**src/rtl/memfault_pkg.sv**
```systemverilog
package memfault_pkg;
  localparam int CAUSE_W   = 4;
  localparam int CTX_W     = 3;
  localparam int TAG_W     = CTX_W + 1;
  localparam int CSR_W     = 8;
  localparam int EN_W      = 2;
  localparam int B_IE      = 0;
  localparam int B_EN      = 1;
  localparam int B_CAUSE   = 2;
  localparam int B_PEND    = 7;
  localparam logic [2:0] IRQ_PRIO = 3'd7;

  typedef enum logic {
    SEL_STATUS = 1'b0,
    SEL_ADDR   = 1'b1
  } reg_sel_e;
endpackage

```
**src/rtl/memfault_ctrl.sv**
```systemverilog
module memfault_ctrl
  import memfault_pkg::*;
(
  input  logic            clk,
  input  logic            rst_n,
  input  logic            csr_wr,
  input  logic [EN_W-1:0] wdata,
  output logic            ie_q,
  output logic            en_q
);
  logic ie_d, en_d;

  always_comb begin
    ie_d = ie_q;
    en_d = en_q;
    if (csr_wr) begin
      ie_d = wdata[B_IE];
      en_d = wdata[B_EN];
    end
  end

  always_ff @(posedge clk or negedge rst_n) begin
    if (!rst_n) begin
      ie_q <= 1'b0;
      en_q <= 1'b0;
    end else if (csr_wr) begin
      ie_q <= ie_d;
      en_q <= en_d;
    end
  end
endmodule

```
**src/rtl/memfault_detect.sv**
```systemverilog
module memfault_detect
  import memfault_pkg::*;
#(
  parameter bit ECC_MODE = 1'b1
) (
  input  logic [CAUSE_W-1:0] err_flags,
  input  logic               en_q,
  output logic [CAUSE_W-1:0] cause_in,
  output logic               err_event
);
  generate
    if (ECC_MODE) begin : g_ecc
      // correctable cause (flag 0) gated by its own enable; others always taken
      always_comb begin
        cause_in    = err_flags;
        cause_in[0] = err_flags[0] & en_q;
      end
    end else begin : g_par
      // every lane gated by the parity check enable
      always_comb begin
        cause_in = err_flags & {CAUSE_W{en_q}};
      end
    end
  endgenerate

  assign err_event = |cause_in;
endmodule

```
**src/rtl/memfault_latch.sv**
```systemverilog
module memfault_latch
  import memfault_pkg::*;
#(
  parameter int ADDR_W = 32
) (
  input  logic               clk,
  input  logic               rst_n,
  input  logic               err_event,
  input  logic [CAUSE_W-1:0] cause_in,
  input  logic [ADDR_W-1:0]  addr_in,
  input  logic               ack,
  output logic               pend_q,
  output logic [CAUSE_W-1:0] cause_q,
  output logic [ADDR_W-1:0]  cap_addr_q
);
  logic               take;
  logic               upd;
  logic               pend_d;
  logic [CAUSE_W-1:0] cause_d;
  logic [ADDR_W-1:0]  addr_d;

  // a new error wins over a same-cycle acknowledge
  assign take = err_event & (~pend_q | ack);
  assign upd  = take | ack;

  always_comb begin
    pend_d  = pend_q;
    cause_d = cause_q;
    addr_d  = cap_addr_q;
    if (take) begin
      pend_d  = 1'b1;
      cause_d = cause_in;
      addr_d  = addr_in;
    end else if (ack) begin
      pend_d  = 1'b0;
      cause_d = '0;
    end
  end

  always_ff @(posedge clk or negedge rst_n) begin
    if (!rst_n) begin
      pend_q     <= 1'b0;
      cause_q    <= '0;
      cap_addr_q <= '0;
    end else if (upd) begin
      pend_q     <= pend_d;
      cause_q    <= cause_d;
      cap_addr_q <= addr_d;
    end
  end
endmodule

```
**src/rtl/memfault_capture.sv**
```systemverilog
module memfault_capture
  import memfault_pkg::*;
#(
  parameter bit ECC_MODE = 1'b1,
  parameter int VA_W     = 28,
  localparam int ADDR_W  = VA_W + TAG_W
) (
  input  logic               clk,
  input  logic               rst_n,
  input  logic [CAUSE_W-1:0] err_flags,
  input  logic [VA_W-1:0]    acc_vaddr,
  input  logic [CTX_W-1:0]   acc_ctx,
  input  logic               acc_dvma,
  input  logic               reg_sel,
  input  logic               reg_wr,
  input  logic [EN_W-1:0]    reg_wdata,
  output logic [ADDR_W-1:0]  reg_rdata,
  output logic               irq,
  output logic [2:0]         irq_level
);
  logic [1:0]         rst_sync_q;
  logic               rst_q_n;
  logic               ie_q, en_q;
  logic               csr_wr, ack;
  logic               err_event;
  logic [CAUSE_W-1:0] cause_in, cause_q;
  logic               pend_q;
  logic [ADDR_W-1:0]  addr_in, cap_addr_q;
  logic [CSR_W-1:0]   status;

  // asynchronous assert, synchronous release
  always_ff @(posedge clk or negedge rst_n) begin
    if (!rst_n) rst_sync_q <= 2'b00;
    else        rst_sync_q <= {rst_sync_q[0], 1'b1};
  end
  assign rst_q_n = rst_sync_q[1];

  assign csr_wr  = reg_wr & (reg_sel == SEL_STATUS);
  assign ack     = reg_wr & (reg_sel == SEL_ADDR);
  assign addr_in = {acc_dvma, acc_ctx, acc_vaddr};

  memfault_ctrl i_ctrl (
    .clk    (clk),
    .rst_n  (rst_q_n),
    .csr_wr (csr_wr),
    .wdata  (reg_wdata),
    .ie_q   (ie_q),
    .en_q   (en_q)
  );

  memfault_detect #(.ECC_MODE(ECC_MODE)) i_detect (
    .err_flags (err_flags),
    .en_q      (en_q),
    .cause_in  (cause_in),
    .err_event (err_event)
  );

  memfault_latch #(.ADDR_W(ADDR_W)) i_latch (
    .clk        (clk),
    .rst_n      (rst_q_n),
    .err_event  (err_event),
    .cause_in   (cause_in),
    .addr_in    (addr_in),
    .ack        (ack),
    .pend_q     (pend_q),
    .cause_q    (cause_q),
    .cap_addr_q (cap_addr_q)
  );

  always_comb begin
    status                         = '0;
    status[B_IE]                   = ie_q;
    status[B_EN]                   = en_q;
    status[B_CAUSE +: CAUSE_W]     = cause_q;
    status[B_PEND]                 = pend_q;
  end

  always_comb begin
    if (reg_sel == SEL_ADDR) reg_rdata = cap_addr_q;
    else                     reg_rdata = {{(ADDR_W-CSR_W){1'b0}}, status};
  end

  assign irq       = ie_q & pend_q;
  assign irq_level = IRQ_PRIO;
endmodule

```
**config.mk**
```make
export PLATFORM = sky130hd
export DESIGN_NAME = memfault_capture
export DESIGN_NICKNAME = d
export VERILOG_FILES = /design/src/rtl/memfault_pkg.sv /design/src/rtl/memfault_ctrl.sv /design/src/rtl/memfault_detect.sv /design/src/rtl/memfault_latch.sv /design/src/rtl/memfault_capture.sv
export SDC_FILE = /design/constraint.sdc
export NUM_CORES = 1
export LEC_CHECK = 0
export BUFFER_PORTS_ARGS = -buffer_cell sky130_fd_sc_hd__buf_2
export CAP_MARGIN = 20
export CORE_MARGIN = 3
export CORE_UTILIZATION = 40
export DETAILED_ROUTE_END_ITERATION = 16
export PLACE_DENSITY = 0.72
export SLEW_MARGIN = 10
export SYNTH_ARGS = -nofsm -noshare
export SYNTH_HDL_FRONTEND = slang
export SYNTH_HIERARCHICAL = 1
export SYNTH_SLANG_ARGS = --single-unit
```
**constraint.sdc**
```tcl
create_clock -name clk -period 1.38 [get_ports clk]
set_clock_uncertainty 0.1 [all_clocks]
set_input_delay 0.138 -clock clk [delete_from_list [all_inputs] [get_ports clk]]
set_output_delay 0.138 -clock clk [all_outputs]
set_load 0.02 [all_outputs]
```
* Yosys cells after proc, flatten, opt, wreduce, memory -nomap -nowiden
Index checks and enable logic that the tools add are counted.
** Cells by class
- Multiplexer cells :: 5
- Reduce and logical (&&, ||, !) cells :: 4
- Bitwise gates (word level) :: 9
** Operators with widths (number)
- $mux W32 :: 1
- $mux W4 :: 2
- $and A1 B1 Y1 :: 5
- $reduce_and A2 Y1 :: 2
- $reduce_or A4 Y1 :: 1
- $mux W1 :: 2
- $not A1 Y1 :: 2
- $or A1 B1 Y1 :: 2
- $reduce_bool A2 Y1 :: 1
** Word-level totals
- Flip-flop bits (word level) :: 41
- Word-level logic and storage cells :: 24
- Bits of input ports :: 42

* Longest topological paths before layout
- Depth after elaboration :: 5
- Mapped depth :: 8

* Cells and area by module
Netlist, hierarchy kept.
** Modules (own cells, without submodules)
- memfault_latch :: area each 1520.2 µm², cells an instance 82, instances 1, sequential area each 925.9 µm²
- memfault_capture :: area each 384.1 µm², cells an instance 45, instances 1, sequential area each 50.0 µm²
- memfault_ctrl :: area each 72.6 µm², cells an instance 4, instances 1, sequential area each 50.0 µm²
- memfault_detect :: area each 41.3 µm², cells an instance 5, instances 1, sequential area each 0.0 µm²

* Least setup slack after synthesis
Ideal clock, no wire load.
- Path kind :: reg-to-reg
- Start point :: register i_ctrl.en_q
- End point :: register i_latch.cap_addr_q[0]
- Required time :: 1.155 ns
- Cell stages (with the launch flop) :: 6
- Path slack :: -0.301 ns
- Period minus slack after synthesis :: 1.681 ns
- Arrival :: 1.456 ns
- Cell sequence :: dfrtp_1 -> a2111o_1 -> and2_4 -> buf_6 -> buf_12 -> mux2_4
** On the way
- Word-level cells in the longest chain between the ends :: 5
** RTL lines
- from (decl) :: RTL line memfault_ctrl.sv:9 : output logic en_q
- from (signal assigned) :: RTL line memfault_ctrl.sv:28 : en_q <= en_d;
- $and A1 B1 Y1 (*) :: RTL line memfault_detect.sv:16 : cause_in[0] = err_flags[0] & en_q;
- $reduce_or A4 Y1 (*) :: RTL line memfault_detect.sv:26 : assign err_event = |cause_in;
- net err_event :: RTL line memfault_capture.sv:25 : logic err_event;
- $and A1 B1 Y1 (*) :: RTL line memfault_latch.sv:23 : assign take = err_event & (~pend_q | ack);
- $or A1 B1 Y1 :: RTL line memfault_latch.sv:24 : assign upd = take | ack;
- $reduce_and A2 Y1 (no line) (*)
- to (signal assigned) :: RTL line memfault_latch.sv:48 : cap_addr_q <= addr_d;
- to (decl) :: RTL line memfault_latch.sv:14 : output logic [ADDR_W-1:0] cap_addr_q
The timed path passes the listed nets; every way through them passes the cells marked *.
A chain may end at the register's enable or synchronous reset.

* Final worst setup path
- Start point :: register i_ctrl.en_q
- End point :: register i_latch.cap_addr_q[14]
Same word-level chain as after synthesis.

==> flow_summary.json <==
{
  "final_nets": 297,
  "violations": "setup timing",
  "grt_pass1_wl_um": 7620,
  "antenna_found_initial": 0,
  "die_w_um": 77.0,
  "syn_area_um2": 2020,
  "ys_top_cells_by_count": "dfrtp_1 (41), mux2_4 (29), and2_1 (23)",
  "p_leak_uw": 0.00149,
  "fin_area_um2": 2970,
  "wl_per_cell_um": 14.7,
  "drc": 0,
  "drtIter0Drc": 11,
  "post-synth-top-count-cell": "dfrtp_1",
  "layout-drive-gt1-share": 0.574,
  "die_y_um": 77.0,
  "vias": 1434,
  "synth_top_area_cell": "dfrtp_1",
  "rsz0062_at_grt": "yes",
  "finalWirelength_um": 4760,
  "max_stage_delay_ps": 430,
  "cap_violations": 0,
  "avgSynthCellArea_um2": 14.8,
  "synth_flop_cell": "dfrtp_1",
  "clock-sinks": 41,
  "via_per_inst": 4.44,
  "tns_ps": -7980,
  "worstPathMaxFanout": 18,
  "cts_tree": "built",
  "synth_seq_area_share": 0.508,
  "reg2reg_depth": 3,
  "status": "complete, but fails checks",
  "ys_ff_latch": 41,
  "diodes": 0,
  "crit_path_end_kind": "flip-flop",
  "grtUsageTotal": 0.166,
  "hpwl_um": 2710,
  "fmax_mhz": 618,
  "setup_viol": 39,
  "layout_min_cycle_time_ps": 1620,
  "start_kind": "flip-flop",
  "dr.pass1.iters": 3,
  "r2r_end": "i_latch/cap_addr_q[14]",
  "hold_violations": 0,
  "post-route-period-util": 1.17,
  "hp-class": "input pin to asynchronous set/reset pin",
  "syn_to_final_growth_pct": 47.4,
  "ctsHtreeMaxLevel": 2,
  "async_flop_share": 1.00,
  "grt-ovfl-total": 0,
  "netlist_top_cells_area": "dfrtp_1 (51%), mux2_4 (22%), and2_1 (7.1%), mux2_2 (6.7%), buf_4 (2.2%)",
  "io_pins": 78,
  "clock_latency_ps": 290,
  "gp_congestion": 0.791,
  "core.rowCount": 25,
  "report.final.slew_viol_count": 0,
  "cpMaxStageDelayCell": "a2111o_1",
  "synth_cell_types": 19,
  "cts_buffer_depth": 2,
  "arrival_ps": 1690,
  "ant_nets": 0,
  "cp.required_ps": 1460,
  "synth_cells": 136,
  "reg2reg_from": "i_ctrl/en_q",
  "synth_edf_count": 0,
  "placed_area_um2": 2410,
  "ir_drop_uv": 670,
  "grt_pass1_vias": 1537,
  "path_cells": "a2111o_1, and2_4, mux2_4",
  "r2r_setup_slack_ps": -240,
  "numCtsBuffers": 5,
  "port_buffers": 74,
  "p_per_area_nw_per_um2": 1150,
  "worst_slack_ps": -238,
  "critPathKind": "flip-flop to flip-flop",
  "fillers": 384,
  "initial_core_util": 0.422,
  "cts_root_buf": "clkbuf_8",
  "synth_top_area_frac": 0.508,
  "die_area_um2": 5930,
  "grt_max_degree": 34,
  "yosys_warnings": 6,
  "core_um2": 4790,
  "path_clk_slew_ps": 80
}
## registers in the layout, summed over array words and instances (netlist names)
| register | flops |
|---|---|
| i_latch/pend_q | 1 |
| i_ctrl/en_q | 1 |
| i_ctrl/ie_q | 1 |
| i_latch/cause_q | 4 |
| i_latch/cap_addr_q | 32 |
| rst_sync_q | 2 |
## placed cells by master, fill, tap and decap left out
cell type,instances
buf_12,1
a21oi_4,1
and2_1,22
and2b_1,1
dfrtp_2,1
inv_1,1
and2_4,4
a22o_1,4
clkinv_2,1
dlygate4sd3_1,35
mux2_4,29
conb_1,4
a2111o_1,1
mux2_2,12
or2b_1,1
buf_4,10
dfrtp_1,40
nand2b_4,1
and2_2,5
clkbuf_8,7
buf_2,67
buf_6,8
## worst max-delay path, delay by kind of cell (launching register included)
kind            cells  cell delay (ps)
compound gates      1              430
mux                 1              320
flops               1              380
simple gates        1              270
## where the power goes
part | leakage [uW] | internal, uW | switching [uW]
Sequential | 0.000479 | 1400 | 112
Clock | 0.0000542 | 452 | 397
Combinational | 0.000957 | 612 | 433
## final cells by class
type | count | area (um2) | area share
sequential | 41 | 1030 | 0.345
multi-input combinational | 85 | 887 | 0.298
timing repair buffer | 121 | 871 | 0.293
clock buffer | 7 | 96.3 | 0.0324
tap | 67 | 83.8 | 0.0282
clock inverter | 1 | 5.00 | 0.00168
inverter | 1 | 3.75 | 0.00126
## cells by family after synthesis
kind of cell	share of synthesized area
compound gates	0.0254
buf+inv	0.0731
flops	0.508
mux	0.283
other cells	0.00186
simple gates	0.108
## repair_timing
action	CTS	global route
setup endpoints to repair	39	45
endpoints found under the hold margin	36	0
resized for setup	5	17
setup buffers	0	4
gates cloned	2	0
pin swaps	2	0
hold buffers	35	0
## worst max-delay path by stage
stage / from / end / depth (start not counted) / slack, ps
finish: i_ctrl/en_q / i_latch/cap_addr_q[14] / 3 / -240
global route: i_ctrl/en_q / i_latch/cap_addr_q[23] / 3 / -270
CTS: i_ctrl/en_q / i_latch/cap_addr_q[1] / 3 / -230
detailed placement: reg_sel / i_latch/cap_addr_q[31] / 5 / -320
global placement: reg_sel / i_latch/cap_addr_q[26] / 5 / -300
floorplan: i_ctrl/en_q / i_latch/cap_addr_q[0] / 5 / -300
## stage by stage
stage	cells	hold slack, ps	util	worst slack, ps	total power (uW)
2_1_floorplan	139	-258	-	-301	2170
3_3_place_gp	274	-176	0.504	-296	2390
3_5_place_dp	274	-174	0.504	-317	2410
4_1_cts	319	56.8	0.604	-226	3370
5_1_grt	323	50.0	0.621	-267	3590
6_report	323	67.0	0.621	-238	3410
## per-layer routing
| metal | track usage | part of all wire |
|---|---|---|
| met2 | 0.283 | 0.52 |
| met4 | 0.0480 | 0.011 |
| met3 | 0.0505 | 0.060 |
| met5 | 0 | 0 |
| met1 | 0.202 | 0.41 |
(Power assumes the default switching activity.)
